`src/rtl/pwr_wake_pkg.sv`:
```
// Package: state codes, command codes and wake-mask bit indices shared
// by the power-state sequencer and its bench-visible encodings.
package pwr_wake_pkg;

    typedef enum logic [2:0] {
        ST_PWRUP   = 3'd0,
        ST_HIBER   = 3'd1,
        ST_SLEEP   = 3'd2,
        ST_TAGDET  = 3'd3,
        ST_OSCWAIT = 3'd4,
        ST_READY   = 3'd5,
        ST_READER  = 3'd6,
        ST_CARD    = 3'd7
    } pwr_state_e;

    localparam int CMD_W = 4;

    localparam logic [CMD_W-1:0] OP_HIBER  = 4'd1;
    localparam logic [CMD_W-1:0] OP_SLEEP  = 4'd2;
    localparam logic [CMD_W-1:0] OP_TAGDET = 4'd3;
    localparam logic [CMD_W-1:0] OP_READER = 4'd4;
    localparam logic [CMD_W-1:0] OP_CARD   = 4'd5;
    localparam logic [CMD_W-1:0] OP_RESET  = 4'd6;

    localparam int WAKE_SRC_N = 4;
    localparam int WK_TIMER   = 0;
    localparam int WK_PIN     = 1;
    localparam int WK_SS      = 2;
    localparam int WK_DET     = 3;

    // True for the states in which the host may talk to the block.
    function automatic logic is_active(pwr_state_e s);
        return (s == ST_READY) || (s == ST_READER) || (s == ST_CARD);
    endfunction

endpackage

```
`src/rtl/pwr_sync.sv`:
```
// Multi-bit, multi-stage synchronizer for asynchronous pins.
// Assumes each bit is an independent level (no bus coherency needed).
// Reset value is a parameter so idle-high pins reset high.
module pwr_sync #(
    parameter int          WIDTH     = 2,
    parameter int          STAGES    = 2,
    parameter logic [WIDTH-1:0] RST_VAL = '1
) (
    input  logic             clk,
    input  logic             rst_n,
    input  logic [WIDTH-1:0] d,
    output logic [WIDTH-1:0] q
);

    logic [WIDTH-1:0] stage_q [STAGES];

    generate
        for (genvar i = 0; i < STAGES; i++) begin : g_stage
            // Shift one synchronizer rank per clock.
            always_ff @(posedge clk) begin
                if (!rst_n) begin
                    stage_q[i] <= RST_VAL;
                end else if (i == 0) begin
                    stage_q[i] <= d;
                end else begin
                    stage_q[i] <= stage_q[(i == 0) ? 0 : i-1];
                end
            end
        end
    endgenerate

    assign q = stage_q[STAGES-1];

endmodule

```
`src/rtl/pwr_pulse_qual.sv`:
```
// Wake-pulse qualifier. Counts slow ticks from reset as a power-on guard,
// then, while armed, measures how long the synchronized pin stays low.
// Emits a falling-edge strobe (for strap capture) and a one-cycle
// qualification strobe once the low time reaches MIN_LOW_TICKS.
// Assumes pin_low is already synchronized to clk.
module pwr_pulse_qual #(
    parameter int MIN_LOW_TICKS   = 8,
    parameter int POR_GUARD_TICKS = 4
) (
    input  logic clk,
    input  logic rst_n,
    input  logic slow_tick,
    input  logic pin_low,
    input  logic arm,
    output logic fall_evt,
    output logic qual_evt
);

    localparam int GUARD_W = $clog2(POR_GUARD_TICKS + 1);
    localparam int LOW_W   = $clog2(MIN_LOW_TICKS + 1);
    localparam logic [GUARD_W-1:0] GUARD_END = GUARD_W'(POR_GUARD_TICKS);
    localparam logic [LOW_W-1:0]   LOW_LAST  = LOW_W'(MIN_LOW_TICKS - 1);

    logic [GUARD_W-1:0] guard_cnt;
    logic               guard_done;
    logic [LOW_W-1:0]   low_cnt;
    logic               fired_q;
    logic               qual_q;
    logic               pin_low_d;

    assign guard_done = (guard_cnt == GUARD_END);

    // Power-on guard: count slow ticks once after reset, then hold.
    always_ff @(posedge clk) begin
        if (!rst_n) begin
            guard_cnt <= '0;
        end else if (slow_tick && !guard_done) begin
            guard_cnt <= guard_cnt + 1'b1;
        end
    end

    // Delayed pin level for falling-edge detection.
    always_ff @(posedge clk) begin
        if (!rst_n) begin
            pin_low_d <= 1'b0;
        end else begin
            pin_low_d <= pin_low;
        end
    end

    // Low-time counter: restarts whenever the pin is high or disarmed.
    always_ff @(posedge clk) begin
        if (!rst_n) begin
            low_cnt <= '0;
            fired_q <= 1'b0;
            qual_q  <= 1'b0;
        end else begin
            qual_q <= 1'b0;
            if (!arm || !pin_low || !guard_done) begin
                low_cnt <= '0;
                fired_q <= 1'b0;
            end else if (slow_tick && !fired_q) begin
                low_cnt <= low_cnt + 1'b1;
                if (low_cnt == LOW_LAST) begin
                    fired_q <= 1'b1;
                    qual_q  <= 1'b1;
                end
            end
        end
    end

    assign fall_evt = arm && guard_done && pin_low && !pin_low_d;
    assign qual_evt = qual_q;

    // The low-time counter never runs past its threshold.
    p_no_overflow_r3: assert property (@(posedge clk) disable iff (!rst_n)
        low_cnt <= LOW_W'(MIN_LOW_TICKS));

    // A qualification strobe requires the pin to have been low.
    p_qual_needs_low_r3: assert property (@(posedge clk) disable iff (!rst_n)
        qual_q |-> $past(pin_low));

    // No qualification before the power-on guard has completed.
    p_guard_first_r2: assert property (@(posedge clk) disable iff (!rst_n)
        qual_q |-> $past(guard_done));

endmodule

```
`src/rtl/pwr_wake_sel.sv`:
```
// Wake-source selector for the sleep and tag-detect states. Holds the
// host-supplied wake mask and combines it with the live event sources.
// The detector input is the field detector in sleep and the tag
// detector in tag-detect. Assumes strobes are synchronous to clk.
module pwr_wake_sel
    import pwr_wake_pkg::*;
(
    input  logic                  clk,
    input  logic                  rst_n,
    input  logic                  mask_load,
    input  logic [WAKE_SRC_N-1:0] mask_in,
    input  logic                  in_sleep,
    input  logic                  in_tag,
    input  logic                  tmr_evt,
    input  logic                  pin_low,
    input  logic                  ss_low,
    input  logic                  fld_evt,
    input  logic                  tag_evt,
    output logic                  wake_hit
);

    logic [WAKE_SRC_N-1:0] mask_q;
    logic [WAKE_SRC_N-1:0] src_vec;

    // Capture the wake mask with each low-power entry command.
    always_ff @(posedge clk) begin
        if (!rst_n) begin
            mask_q <= '0;
        end else if (mask_load) begin
            mask_q <= mask_in;
        end
    end

    // Gather the live sources into mask bit order.
    always_comb begin
        src_vec            = '0;
        src_vec[WK_TIMER]  = tmr_evt;
        src_vec[WK_PIN]    = pin_low;
        src_vec[WK_SS]     = ss_low;
        src_vec[WK_DET]    = in_sleep ? fld_evt : tag_evt;
    end

    assign wake_hit = (in_sleep || in_tag) && |(mask_q & src_vec);

endmodule

```
`src/rtl/pwr_wake_ctrl.sv`:
```
// Power-state sequencer top. Tracks power-up, hibernate, sleep,
// tag-detect, oscillator wait, ready, reader and card emulation.
// Wake from power-up/hibernate needs a qualified wake-pin pulse; sleep
// and tag-detect wake on masked sources; host commands are taken only in
// active states; a reset command waits for slave select to go high.
// Assumes host command inputs and osc_ready are synchronous to clk.
module pwr_wake_ctrl
    import pwr_wake_pkg::*;
#(
    parameter int MIN_LOW_TICKS   = 8,
    parameter int POR_GUARD_TICKS = 4,
    parameter int OSC_SETUP_CYC   = 271200,
    parameter int SYNC_STAGES     = 2
) (
    input  logic                  clk,
    input  logic                  rst_n,
    input  logic                  slow_tick,
    input  logic                  wake_n,
    input  logic                  ss_n,
    input  logic                  strap0,
    input  logic                  strap1,
    input  logic                  tmr_evt,
    input  logic                  fld_evt,
    input  logic                  tag_evt,
    input  logic                  cmd_valid,
    input  logic [CMD_W-1:0]      cmd_op,
    input  logic [WAKE_SRC_N-1:0] cmd_arg,
    input  logic                  osc_ready,
    output logic [2:0]            state,
    output logic                  hf_clk_en,
    output logic                  if_sel
);

    localparam int OSC_W = $clog2(OSC_SETUP_CYC + 1);
    localparam logic [OSC_W-1:0] OSC_LAST = OSC_W'(OSC_SETUP_CYC - 1);

    pwr_state_e      state_q, state_nxt;
    logic [1:0]      pins_s;
    logic            pin_low, ss_low, ss_hi;
    logic            arm, fall_evt, qual_evt;
    logic            wake_hit, mask_load;
    logic            cmd_accept, rst_pend_q, rst_exec;
    logic [OSC_W-1:0] osc_cnt;
    logic            if_sel_q;

    pwr_sync #(
        .WIDTH   (2),
        .STAGES  (SYNC_STAGES),
        .RST_VAL (2'b11)
    ) u_sync (
        .clk   (clk),
        .rst_n (rst_n),
        .d     ({wake_n, ss_n}),
        .q     (pins_s)
    );

    assign pin_low = !pins_s[1];
    assign ss_low  = !pins_s[0];
    assign ss_hi   = pins_s[0];
    assign arm     = (state_q == ST_PWRUP) || (state_q == ST_HIBER);

    pwr_pulse_qual #(
        .MIN_LOW_TICKS   (MIN_LOW_TICKS),
        .POR_GUARD_TICKS (POR_GUARD_TICKS)
    ) u_qual (
        .clk       (clk),
        .rst_n     (rst_n),
        .slow_tick (slow_tick),
        .pin_low   (pin_low),
        .arm       (arm),
        .fall_evt  (fall_evt),
        .qual_evt  (qual_evt)
    );

    assign cmd_accept = cmd_valid && is_active(state_q) && !rst_pend_q;
    assign mask_load  = cmd_accept && ((cmd_op == OP_SLEEP) || (cmd_op == OP_TAGDET));
    assign rst_exec   = rst_pend_q && ss_hi && is_active(state_q);

    pwr_wake_sel u_wsel (
        .clk       (clk),
        .rst_n     (rst_n),
        .mask_load (mask_load),
        .mask_in   (cmd_arg),
        .in_sleep  (state_q == ST_SLEEP),
        .in_tag    (state_q == ST_TAGDET),
        .tmr_evt   (tmr_evt),
        .pin_low   (pin_low),
        .ss_low    (ss_low),
        .fld_evt   (fld_evt),
        .tag_evt   (tag_evt),
        .wake_hit  (wake_hit)
    );

    // Next-state selection; a pending reset outranks any command.
    always_comb begin
        state_nxt = state_q;
        case (state_q)
            ST_PWRUP, ST_HIBER: begin
                if (qual_evt) state_nxt = ST_OSCWAIT;
            end
            ST_SLEEP, ST_TAGDET: begin
                if (wake_hit) state_nxt = ST_OSCWAIT;
            end
            ST_OSCWAIT: begin
                if (osc_ready || (osc_cnt == OSC_LAST)) state_nxt = ST_READY;
            end
            default: begin
                if (rst_exec) begin
                    state_nxt = ST_PWRUP;
                end else if (cmd_accept) begin
                    case (cmd_op)
                        OP_HIBER:  state_nxt = ST_HIBER;
                        OP_SLEEP:  state_nxt = ST_SLEEP;
                        OP_TAGDET: state_nxt = ST_TAGDET;
                        OP_READER: state_nxt = ST_READER;
                        OP_CARD:   state_nxt = ST_CARD;
                        default:   state_nxt = state_q;
                    endcase
                end
            end
        endcase
    end

    // State register.
    always_ff @(posedge clk) begin
        if (!rst_n) state_q <= ST_PWRUP;
        else        state_q <= state_nxt;
    end

    // Oscillator setup counter, running only during oscillator wait.
    always_ff @(posedge clk) begin
        if (!rst_n || state_q != ST_OSCWAIT) begin
            osc_cnt <= '0;
        end else if (osc_cnt != OSC_LAST) begin
            osc_cnt <= osc_cnt + 1'b1;
        end
    end

    // Reset request: set by command, cleared when it executes.
    always_ff @(posedge clk) begin
        if (!rst_n || rst_exec) begin
            rst_pend_q <= 1'b0;
        end else if (cmd_accept && cmd_op == OP_RESET) begin
            rst_pend_q <= 1'b1;
        end
    end

    // Interface strap capture on the qualifying-state falling edge.
    always_ff @(posedge clk) begin
        if (!rst_n) begin
            if_sel_q <= 1'b0;
        end else if (fall_evt) begin
            if_sel_q <= strap0 && !strap1;
        end
    end

    assign state     = state_q;
    assign hf_clk_en = state_q[2];
    assign if_sel    = if_sel_q;

    // Power-up/hibernate exit only to oscillator wait, after qualification.
    p_deep_exit_r3: assert property (@(posedge clk) disable iff (!rst_n)
        (($past(state_q) == ST_PWRUP || $past(state_q) == ST_HIBER) && state_q != $past(state_q))
        |-> (state_q == ST_OSCWAIT && $past(qual_evt)));

    // Sleep/tag-detect exit only to oscillator wait, on a selected source.
    p_lp_exit_r9: assert property (@(posedge clk) disable iff (!rst_n)
        (($past(state_q) == ST_SLEEP || $past(state_q) == ST_TAGDET) && state_q != $past(state_q))
        |-> (state_q == ST_OSCWAIT && $past(wake_hit)));

    // Ready is reached from oscillator wait only by ready flag or timeout.
    p_ready_entry_r5: assert property (@(posedge clk) disable iff (!rst_n)
        ($past(state_q) == ST_OSCWAIT && state_q == ST_READY)
        |-> ($past(osc_ready) || $past(osc_cnt) == OSC_LAST));

    // Return to power-up from an active state needs slave select high.
    p_reset_ss_r8: assert property (@(posedge clk) disable iff (!rst_n)
        (is_active($past(state_q)) && state_q == ST_PWRUP) |-> $past(ss_hi));

    // The interface flag changes only after a strap-capture edge.
    p_ifsel_hold_r4: assert property (@(posedge clk) disable iff (!rst_n)
        !$past(fall_evt) |-> $stable(if_sel_q));

endmodule

```
`config.mk`:
```
export PLATFORM = sky130hd
export DESIGN_NAME = pwr_wake_ctrl
export DESIGN_NICKNAME = d
export VERILOG_FILES = /design/src/rtl/pwr_wake_pkg.sv /design/src/rtl/pwr_sync.sv /design/src/rtl/pwr_pulse_qual.sv /design/src/rtl/pwr_wake_sel.sv /design/src/rtl/pwr_wake_ctrl.sv
export SDC_FILE = /design/constraint.sdc
export NUM_CORES = 1
export LEC_CHECK = 0
export ABC_AREA = 1
export BUFFER_PORTS_ARGS = -buffer_cell sky130_fd_sc_hd__buf_4
export CAP_MARGIN = 10
export CORE_MARGIN = 2
export CORE_UTILIZATION = 60
export CTS_CLUSTER_SIZE = 40
export DETAILED_ROUTE_END_ITERATION = 7
export HOLD_SLACK_MARGIN = 0.03
export MAX_ROUTING_LAYER = met4
export PLACE_DENSITY = 0.82
export SLEW_MARGIN = 5
export SYNTH_ARGS = -nofsm -noshare
export SYNTH_HDL_FRONTEND = slang
export SYNTH_SLANG_ARGS = --single-unit
```
`constraint.sdc`:
```
create_clock -name clk -period 3.75 [get_ports clk]
set_clock_uncertainty 0.2 [all_clocks]
set_input_delay 0.1875 -clock clk [delete_from_list [all_inputs] [get_ports clk]]
set_output_delay 0.1875 -clock clk [all_outputs]
set_load 0.02 [all_outputs]
```
==> metrics.md <==
| Metric | Value |
|---|---|
| Port Buf Inserts | 24 |
| Net switching power figure | 172 uW |
| Largest net degree at the start of global routing | 16 |
| Combinational Power Share | 0.061 |
| WP depth | 8 |
| Routed WL per cell | 11.4 um |
| R2R cell count | 8 |
| Diodes inserted | 0 |
| Die Area | 4040 um^2 |
| Avg Cell Area, Syn | 6.92 um^2 |
| Cell Area, Placed | 2350 um^2 |
| Asr flop ratio synth | 0 |
| Ys flop type | dfxtp_1 |
| Htree depth | 2 |
| GP Congestion | 0.922 |
| Fillcell total | 272 |
| Synth cell types | 33 |
| HPWL after detailed placement | 3180 um |
| Post-Route Utilization | 0.776 |
| Total gr overflow | 0 |
| Critical Path End | u_qual.guard_cnt[2] |
| Crit path time final | 2.35 ns |
| Vias per cell | 5.08 |
| GR Util All Layers | 0.248 |
| Die extent in y | 63.6 um |
| NumNets Final | 378 |
| Status | finished clean |
| Hold Path Class | in2reg |
| Syn_nets | 332 |
| Crit path buf inv count | 3 |
| EDFF count, synth | 0 |
| CP max stage cell | dlygate4sd3_1 |
| Synthesis Warnings | 0 |
| Synthesized flop and latch total | 42 |
| CTS Sinks | 42 |
| Worst R2R Start | u_qual.guard_cnt[0] |
| Arrival time worst endpoint | 2.40 ns |
| DRT Pass-1 Iters | 4 |
| Post-synthesis sequential area ratio | 0.395 |
| Skew-Pair Late Insertion Delay | 0.36 ns |
| Final ANT Viol Nets | 0 |
| Design area | 2610 um^2 |
| Worst endpoint required time | 3.80 ns |
| Max VDD drop | 0.000240 V |
| TritonCTS clock tree | done |
| CP Class | reg2reg |
| Initial antenna violation count | 0 |
| Finished Layout Cells | 401 |
| Iteration-0 DRC Markers | 130 |
| Worst-Margin Slew | 0.388 ns |
| CP peak stage delay | 0.56 ns |
| Most frequent cells in the layout | 61 x nand2_1, 44 x nor2_1, 42 x inv_1, 42 x dfxtp_1 |
| Clk buf depth | 2 |
| RSZ-0062 raised after global routing | no |
| Post-Route WL | 4580 um |
| CTS resizes | 0 |
| Pleak | 1.04 nW |
| Share of the synthesized area in the top cell type | 0.395 |
| Reg2reg end | u_qual.guard_cnt[2] |
| Commonest non-fill, non-tap cell in the layout | nand2_1 |
| Slew margin rel. | 0.739 |
| Placed cell count | 375 |
| Worst setup EP type | flip-flop |
| Initial core utilization | 0.634 |
| Max Slew Vio Count | 0 |
| Post-Syn Area | 2130 um^2 |
| Area leader, netlist | dfxtp_1 |
| Int Power | 617 uW |
| CP Launch Type | flip-flop |
| PwrDens | 302 nW/um^2 |
| Ratio of cells with drive above 1 in the final layout | 0.169 |
| # DRC | 0 |
| Flop pwr share | 0.575 |
| Clk pwr share | 0.365 |
| Num rows | 21 |
| Vias in the first global route | 1,868 |
| Main area contributors after synthesis | dfxtp_1 39%, nand2_1 11%, nor2_1 7.8%, inv_1 7.4%, a21oi_1 5.6% |
| Boundary pin count | 25 |
| CTS Buf Count | 5 |
| Max Clock Freq | 0.425 GHz |
| Worst hold slack | 0.0296 ns |
| CTS Root Cell | clkbuf_4 |
| Register area | 841 um^2 |
| Critical path launch point | u_qual.guard_cnt[0] |
| Final setup viols | 0 |
| Reg-to-reg slack, setup | 1.40 ns |
| Overall die width | 63.6 um |
| Synth Instances | 308 |
| Core area | 3360 um^2 |
| First-pass GRT wire length | 7890 um |
| Multi-input logic area | 1090 um^2 |
| Synthesis-to-layout area growth | 22.5% |
| Crit Path Max Fanout | 3 |
| Clk slew on worst S/H paths | 0.13 ns |
| Max Cap Viol | 0 |
| Switching Fraction | 0.218 |
| Hold Vio Cnt, Final | 0 |
| Crit share post-route | 0.627 |
| CP Cell Sequence | inv_1 -> ha_1 -> nand2_1 -> nand4_1 -> nand2_1 -> dlygate4sd3_1 -> nor2_1 -> dlygate4sd3_1 |
| Crit path max-delay family | buffers and inverters |
| Vias | 2,038 |
| TNS Setup | 0 ns |
==> cell type report <==
class | instances | share of cell area
clock buffer | 5 | 0.0144
tap | 46 | 0.0221
multi-input combinational | 214 | 0.418
inverter | 49 | 0.0705
sequential | 42 | 0.322
timing repair buffer | 42 | 0.138
clock inverter | 3 | 0.0153
==> registers in the layout, summed over array words and instances (netlist names) <==
| register | cells |
|---|---|
| osc_cnt | 19 |
| u_qual.low_cnt | 4 |
| u_sync.stage_q | 4 |
| u_wsel.mask_q | 4 |
| state | 3 |
| u_qual.guard_cnt | 3 |
| if_sel | 1 |
| rst_pend_q | 1 |
| u_qual.fired_q | 1 |
| u_qual.pin_low_d | 1 |
| u_qual.qual_evt | 1 |
==> repair_timing <==
item / CTS / global route
hold endpoints to repair: 14 / 0
hold buffers: 18 / 0
buffers inserted: 0 / 0
==> through the flow <==
| stage | power, mW | setup slack, ns |
|---|---|---|
| global placement | 0.499 | 2.08 |
| detailed placement | 0.500 | 2.03 |
| global route | 0.812 | 1.32 |
| finish | 0.788 | 1.40 |
| CTS | 0.789 | 1.46 |
| floorplan | 0.480 | 2.17 |
==> cell usage after synthesis (2+ instances only) <==
master / count
a21oi_1: 24
a31oi_1: 2
a21oi_2: 2
o21ai_0: 12
xnor2_1: 2
nand3_1: 16
nor4_1: 2
or2_1: 2
nand2_1: 61
dfxtp_1: 42
inv_1: 42
xor2_1: 2
inv_2: 6
nor3_1: 9
nor2_1: 44
nor3_2: 2
nand4_1: 6
nand2_2: 4
nor3b_1: 2
nor2_4: 4
or2_2: 6
or2_0: 2
ha_1: 4
==> logic make-up after synthesis <==
| family | count (synthesis) | synth area share |
|---|---|---|
| compound gates | 42 | 0.105 |
| simple gates | 164 | 0.367 |
| buf+inv | 52 | 0.0939 |
| fa+ha+maj | 4 | 0.0235 |
| flops | 42 | 0.395 |
| xor+xnor | 4 | 0.0164 |
==> power groups by stage <==
| stage | clock network, mW | registers (mW) | logic (mW) |
|---|---|---|---|
| floorplan | 0 | 0.462 | 0.0176 |
| global placement | 0 | 0.462 | 0.0364 |
| detailed placement | 0 | 0.463 | 0.0370 |
| CTS | 0.290 | 0.453 | 0.0466 |
| global route | 0.305 | 0.454 | 0.0531 |
| finish | 0.288 | 0.453 | 0.0477 |
==> worst min path at each step <==
stage / slack [ns] / endpoint / cells after the start / start
finish: 0.03 / state[0] / 5 / osc_ready
floorplan: 0.09 / u_sync.stage_q[0][0] / 1 / ss_n
global placement: 0.17 / u_sync.stage_q[0][0] / 2 / ss_n
detailed placement: 0.18 / u_sync.stage_q[0][0] / 2 / ss_n
global route: 0.05 / state[0] / 5 / osc_ready
CTS: 0.04 / state[0] / 5 / osc_ready
==> worst min-delay path: cells and delay by family <==
family / cells / cell delay [ns]
buffers and inverters: 1 / 0.08
AOI/OAI and AO/OA: 1 / 0.06
and+or+nand+nor: 3 / 0.22
==> per-layer routing <==
layer  GRT usage  vias up  routed length (um)
met2       0.388       49                2110
li1            -     1067                   -
met3      0.0571        8                 213
met1       0.315      914                2170
met4      0.0870        0                  78
met5           -        -                   0
No activity file was read; power rests on OpenSTA's default activity.
